<file path="config.mk">
export PLATFORM = sky130hd
export DESIGN_NAME = sc_gpio_ctrl
export DESIGN_NICKNAME = d
export VERILOG_FILES = /design/src/rtl/sc_gpio_pkg.sv /design/src/rtl/sc_gpio_sync.sv /design/src/rtl/sc_gpio_regs.sv /design/src/rtl/sc_gpio_padctl.sv /design/src/rtl/sc_gpio_ctrl.sv
export SDC_FILE = /design/constraint.sdc
export NUM_CORES = 1
export LEC_CHECK = 0
export BUFFER_PORTS_ARGS = -buffer_cell sky130_fd_sc_hd__clkbuf_2
export CELL_PAD_IN_SITES_DETAIL_PLACEMENT = 0
export CELL_PAD_IN_SITES_GLOBAL_PLACEMENT = 1
export CORE_MARGIN = 2
export CORE_UTILIZATION = 40
export CTS_CLUSTER_DIAMETER = 40
export DETAILED_ROUTE_END_ITERATION = 7
export PLACE_DENSITY_LB_ADDON = 0.1
export SKIP_LAST_GASP = 1
export SLEW_MARGIN = 20
export SYNTH_ARGS = -nofsm -noshare
export SYNTH_HDL_FRONTEND = slang
export SYNTH_SLANG_ARGS = --single-unit
</file>
<file path="constraint.sdc">
create_clock -name clk -period 1.7 [get_ports clk]
set_input_delay 0.17 -clock clk [delete_from_list [all_inputs] [get_ports clk]]
set_output_delay 0.17 -clock clk [all_outputs]
set_load 0.02 [all_outputs]
</file>
<file path="src/rtl/sc_gpio_pkg.sv">
package sc_gpio_pkg;

    localparam int NPINS   = 32;
    localparam int ADDR_W  = 6;
    localparam int IDX_W   = ADDR_W - 2;
    localparam int ALT_W   = 2;
    localparam int SYNC_N  = 2;

    // word index of each register; order sets the byte offset (index * 4)
    typedef enum logic [IDX_W-1:0] {
        IX_LEVEL   = 4'd0,
        IX_OSET    = 4'd1,
        IX_OCLR    = 4'd2,
        IX_NOPULL  = 4'd3,
        IX_DIR     = 4'd4,
        IX_DSET    = 4'd5,
        IX_DCLR    = 4'd6,
        IX_RETAIN  = 4'd7,
        IX_FUNA    = 4'd8,
        IX_FUNB    = 4'd9
    } reg_idx_e;

    localparam logic [IDX_W-1:0] IDX_LAST = IX_FUNB;

    typedef logic [NPINS-1:0] pinvec_t;

    typedef struct packed {
        pinvec_t dat;
        pinvec_t dir;
        pinvec_t nopull;
        pinvec_t retain;
        pinvec_t funa;
        pinvec_t funb;
    } cfg_t;

    typedef enum logic [ALT_W-1:0] {
        FN_GPIO  = 2'b00,
        FN_A     = 2'b01,
        FN_B     = 2'b10,
        FN_THIRD = 2'b11
    } fn_e;

    typedef struct packed {
        logic oe;
        logic out;
        logic pen;
        logic pup;
        fn_e  fn;
    } pad_t;

    function automatic pinvec_t apply_set(pinvec_t cur, pinvec_t mask);
        return cur | mask;
    endfunction

    function automatic pinvec_t apply_clr(pinvec_t cur, pinvec_t mask);
        return cur & ~mask;
    endfunction

    // resolve one pin's pad controls from its configuration bits
    function automatic pad_t pad_resolve(logic dat, logic dir, logic nopull,
                                         logic retain, logic fa, logic fb,
                                         logic sleep);
        pad_t p;
        logic forced;
        forced = sleep & ~retain;
        p.oe   = dir & ~forced;
        p.out  = dat;
        p.pen  = ~p.oe & (~nopull | forced);
        p.pup  = dat;
        p.fn   = fn_e'({fb, fa});
        return p;
    endfunction

endpackage

</file>
<file path="src/rtl/sc_gpio_sync.sv">
module sc_gpio_sync
    import sc_gpio_pkg::*;
#(
    parameter int WIDTH  = NPINS,
    parameter int STAGES = SYNC_N
) (
    input  logic             clk,
    input  logic             rst,
    input  logic [WIDTH-1:0] d_async,
    output logic [WIDTH-1:0] q_sync
);

    logic [WIDTH-1:0] chain [STAGES];

    generate
        for (genvar s = 0; s < STAGES; s++) begin : g_stage
            if (s == 0) begin : g_first
                always_ff @(posedge clk) begin
                    if (rst) chain[s] <= '0;
                    else     chain[s] <= d_async;
                end
            end else begin : g_next
                always_ff @(posedge clk) begin
                    if (rst) chain[s] <= '0;
                    else     chain[s] <= chain[s-1];
                end
            end
        end
    endgenerate

    assign q_sync = chain[STAGES-1];

endmodule

</file>
<file path="src/rtl/sc_gpio_regs.sv">
module sc_gpio_regs
    import sc_gpio_pkg::*;
(
    input  logic              clk,
    input  logic              rst,
    input  logic              psel,
    input  logic              penable,
    input  logic              pwrite,
    input  logic [ADDR_W-1:0] paddr,
    input  logic [NPINS-1:0]  pwdata,
    input  pinvec_t           pin_sync,
    output logic [NPINS-1:0]  prdata,
    output cfg_t              cfg
);

    logic             wr_en;
    logic             hit;
    logic [IDX_W-1:0] idx_raw;
    reg_idx_e         idx;
    cfg_t             cfg_q;

    assign idx_raw = paddr[ADDR_W-1:2];
    assign idx     = reg_idx_e'(idx_raw);
    assign hit     = (paddr[1:0] == 2'b00) && (idx_raw <= IDX_LAST);
    assign wr_en   = psel & penable & pwrite & hit;

    always_ff @(posedge clk) begin
        if (rst) begin
            cfg_q <= '0;
        end else if (wr_en) begin
            case (idx)
                IX_OSET:   cfg_q.dat    <= apply_set(cfg_q.dat, pwdata);
                IX_OCLR:   cfg_q.dat    <= apply_clr(cfg_q.dat, pwdata);
                IX_NOPULL: cfg_q.nopull <= pwdata;
                IX_DSET:   cfg_q.dir    <= apply_set(cfg_q.dir, pwdata);
                IX_DCLR:   cfg_q.dir    <= apply_clr(cfg_q.dir, pwdata);
                IX_RETAIN: cfg_q.retain <= pwdata;
                IX_FUNA:   cfg_q.funa   <= pwdata;
                IX_FUNB:   cfg_q.funb   <= pwdata;
                default:   cfg_q        <= cfg_q;
            endcase
        end
    end

    always_comb begin
        prdata = '0;
        if (hit) begin
            case (idx)
                IX_LEVEL:                   prdata = pin_sync;
                IX_OSET, IX_OCLR:           prdata = cfg_q.dat;
                IX_NOPULL:                  prdata = cfg_q.nopull;
                IX_DIR, IX_DSET, IX_DCLR:   prdata = cfg_q.dir;
                IX_RETAIN:                  prdata = cfg_q.retain;
                IX_FUNA:                    prdata = cfg_q.funa;
                IX_FUNB:                    prdata = cfg_q.funb;
                default:                    prdata = '0;
            endcase
        end
    end

    assign cfg = cfg_q;

endmodule

</file>
<file path="src/rtl/sc_gpio_padctl.sv">
module sc_gpio_padctl
    import sc_gpio_pkg::*;
(
    input  cfg_t                   cfg,
    input  logic                   sleep_req,
    output logic [NPINS-1:0]       pad_out,
    output logic [NPINS-1:0]       pad_oe,
    output logic [NPINS-1:0]       pull_en,
    output logic [NPINS-1:0]       pull_up,
    output logic [ALT_W*NPINS-1:0] alt_sel
);

    generate
        for (genvar i = 0; i < NPINS; i++) begin : g_pin
            pad_t p;
            assign p = pad_resolve(cfg.dat[i], cfg.dir[i], cfg.nopull[i],
                                   cfg.retain[i], cfg.funa[i], cfg.funb[i],
                                   sleep_req);
            assign pad_out[i] = p.out;
            assign pad_oe[i]  = p.oe;
            assign pull_en[i] = p.pen;
            assign pull_up[i] = p.pup;
            assign alt_sel[ALT_W*i +: ALT_W] = p.fn;
        end
    endgenerate

endmodule

</file>
<file path="src/rtl/sc_gpio_ctrl.sv">
module sc_gpio_ctrl
    import sc_gpio_pkg::*;
(
    input  logic                   clk,
    input  logic                   rst,
    input  logic                   psel,
    input  logic                   penable,
    input  logic                   pwrite,
    input  logic [ADDR_W-1:0]      paddr,
    input  logic [NPINS-1:0]       pwdata,
    output logic [NPINS-1:0]       prdata,
    input  logic                   sleep_req,
    input  logic [NPINS-1:0]       pin_in,
    output logic [NPINS-1:0]       pad_out,
    output logic [NPINS-1:0]       pad_oe,
    output logic [NPINS-1:0]       pull_en,
    output logic [NPINS-1:0]       pull_up,
    output logic [ALT_W*NPINS-1:0] alt_sel
);

    pinvec_t pin_sync;
    cfg_t    cfg_q;

    sc_gpio_sync #(.WIDTH(NPINS), .STAGES(SYNC_N)) sync_i (
        .clk     (clk),
        .rst     (rst),
        .d_async (pin_in),
        .q_sync  (pin_sync)
    );

    sc_gpio_regs regs_i (
        .clk      (clk),
        .rst      (rst),
        .psel     (psel),
        .penable  (penable),
        .pwrite   (pwrite),
        .paddr    (paddr),
        .pwdata   (pwdata),
        .pin_sync (pin_sync),
        .prdata   (prdata),
        .cfg      (cfg_q)
    );

    sc_gpio_padctl padctl_i (
        .cfg       (cfg_q),
        .sleep_req (sleep_req),
        .pad_out   (pad_out),
        .pad_oe    (pad_oe),
        .pull_en   (pull_en),
        .pull_up   (pull_up),
        .alt_sel   (alt_sel)
    );

endmodule

</file>
==> reports/results.ini <==
[outcome]
status=complete, but fails checks
violations=negative setup slack

[timing]
fin_worst_skew_ns=0.00710
fin_ws_ns=-0.145
timing.fmax_ghz=0.542
tightest_slew_ns=0.985
post-route-min-period_ns=1.85
min_period_over_period_pct=109
maxSlewViolCount=0
finalSetupViolations=28
hold_viol=0
rsz0062_at_grt=true
maxSlewHeadroom_pct=34.3

[pwr]
power_frac_comb_pct=6.0
internal-power_uw=12200
peakVddDrop_uv=917
pwr-share-seq_pct=38.4
p_sw_share_pct=23.4
power_density_nw_per_um2=985
power_uw=15900
power.leakage_uw=0.00659
power.switching_uw=3720
pwr-share-clk_pct=55.6

[grt]
first_global_vias=10000
track_usage_pct=25.4
grt_pass1_wl_um=60800
overflow=0
grt_antenna_before_repair=0
grt_max_degree=86

[clock_tree]
cts_sinks=256
cts_max_level=2
clk_latency_ns=0.53
cts_tree=done
path_clk_slew_ns=0.05
cts.path.max_buffers=3
root_buffer=clkbuf_16
cts_buffers=43

[synth]
synth_top_family_by_area=simple AND/OR/NAND/NOR gates
muxShareOfSynthArea_pct=8.01
synth_area_um2=12000
syn_inst=1385
synth_common_cells=nand2_1 (258), dfxtp_1 (256), buf_4 (131)
synthTopCellsByArea=dfxtp_1 (43%), buf_4 (8.2%), nand2_1 (8.1%)
yosys.area_share.simple_pct=17.9
synth_compound_area_share_pct=17.8
synth-main-ff-cell=dfxtp_1
yosys.area_share.adder_pct=0
synth-edff-count=0
syn-num-nets=1461
synth_top_area_share_pct=42.7
synth_seq_area_share_pct=42.7
ys_ff_latch=256
yosysTopAreaCell=dfxtp_1
synth_area_per_cell_um2=8.66
synth_xor_area_share_pct=0.0730
yosysWarnings=0
synth.distinct_cells=38
ys_async_sr_fraction_pct=0
synth_most_common_cell=nand2_1

[drt]
drt_iter0_markers=863
dr.pass1.iters=5
drt-total-wl_um=41400
drc=0
viasPerCell=5.28
vias=10800
final_antenna_net_count=0
wl_per_cell_um=20.2

[floorplanning]
rows=63
start_util_pct=40.6
dieArea_um2=31400
die_width_um=177
core_um2=29600
die_h_um=177
io_pins=300

[placed_design]
gp_congestion=0.843
place_hpwl_um=27600
post_dp_cell_area_um2=13300
place_inst=1894
io_buffers=299

[layout]
post-route-util_pct=54.5
drive_above_1_share_pct=35.0
finalInstanceArea_um2=16100
nets=1704
instances_no_fill=2053
area_growth_pct=34.3

[hold_path]
hp-class=in -> reg
worstHoldPathCells=3
min_from=pwdata[3]
holdPathEnd=regs_i.cfg[35]

[critical_path]
r2r_slack_ns=0.90
worstSetupEndpointType=output pin
rr_worst_depth=3
start_kind=register
critPathRequiredTime_ns=1.53
critical_path_class=reg -> out
path_max_fanout=3
r2r-end=regs_i.cfg[3]
r2r-start=regs_i.cfg[3]
worstPathArrival_ns=1.68

[flow_run]
maxCapViolCount=0

[area by class of cell]
| type | count | area (µm²) |
|---|---|---|
| Antenna cell | 1 | 2.50 |
| Clock buffer | 53 | 1200 |
| Clock inverter | 26 | 297 |
| Fill cell | 2780 | 13400 |
| Inverter | 1 | 3.75 |
| Multi-Input combinational cell | 866 | 5570 |
| Sequential cell | 256 | 5190 |
| Tap cell | 390 | 488 |
| Timing Repair Buffer | 460 | 3360 |
[cell families (layout without fill, tap and decap cells)]
| group | after synthesis | in the layout |
|---|---|---|
| AOI/OAI and AO/OA | 322 | 322 |
| xor gates and xnor gates | 1 | 1 |
| buffers and inverters | 263 | 540 |
| DFF | 256 | 256 |
| muxes | 96 | 96 |
| other | 0 | 1 |
| and+or+nand+nor | 447 | 447 |
[placed cells by master (no fill, tap or decap), types with 6 or more instances in the layout]
master         count
nand2_1          258
mux2i_2           11
nor2b_1           64
dfxtp_2           52
o22ai_4            7
clkinvlp_4         8
clkbuf_16         47
and2_1            33
o21ai_1           30
a32o_1            64
o21ai_0           32
a22oi_1           58
clkbuf_8           6
mux2i_1           81
a22oi_2            6
dlygate4sd3_1     60
dfxtp_1          203
clkbuf_2         262
buf_6              8
buf_12            25
a21oi_1           96
buf_4             88
nor2_1            34
nand2b_1          32
o22ai_1           21
[metal layers]
metal / share of wire, % / global-route usage [%] / vias up
met1: 46 / 36.6 / 5181
met4: 1.8 / 6.96 / 0
met5: 0 / 0 / -
met2: 45 / 38.6 / 446
li1: - / - / 5151
met3: 7.6 / 4.62 / 53
[how the worst max path moves through the flow]
stage	slack, ns	depth (start not counted)	start	end
4_1_cts	-0.16	6	regs_i.cfg[0]	prdata[0]
3_5_place_dp	-0.45	7	paddr[4]	prdata[0]
3_3_place_gp	-0.42	6	paddr[1]	prdata[0]
5_1_grt	-0.20	6	regs_i.cfg[35]	prdata[3]
6_report	-0.15	6	regs_i.cfg[35]	prdata[3]
2_1_floorplan	0.006	6	paddr[1]	prdata[21]
[power groups by stage]
stage	sequential, µW	combinational (µW)	clock, µW
6_report	6100	950	8820
5_1_grt	6100	1010	9240
4_1_cts	6100	914	8980
3_5_place_dp	6230	778	0
3_3_place_gp	6230	774	0
2_1_floorplan	6220	442	0
[timing repair]
action                     in CTS  in global routing
hold endpoints to repair      127                  0
buffers inserted                9                  8
gates cloned                    1                  2
pin swaps                      11                 26
hold buffers                   60                  0
setup endpoints to repair      32                 33
resized for setup              88                 96
[worst max-delay path, cell delays in order (launching register included)]
cell and delay (ns):
dfxtp_2 0.32, mux2i_2 0.17, buf_4 0.16, o22ai_4 0.08, a22oi_1 0.17, o21ai_1 0.09
buf_4 0.16
[through the flow]
stage | setup slack [ns] | TNS [ns] | hold WS (ns)
2_1_floorplan | 0.00616 | 0 | 0.298
6_report | -0.145 | -1.35 | 0.0216
3_5_place_dp | -0.452 | -17.98 | 0.385
4_1_cts | -0.159 | -2.76 | 0.000770
5_1_grt | -0.199 | -3.97 | 0.0178
3_3_place_gp | -0.418 | -16.13 | 0.378
No activity file was read; power rests on OpenSTA's default activity.
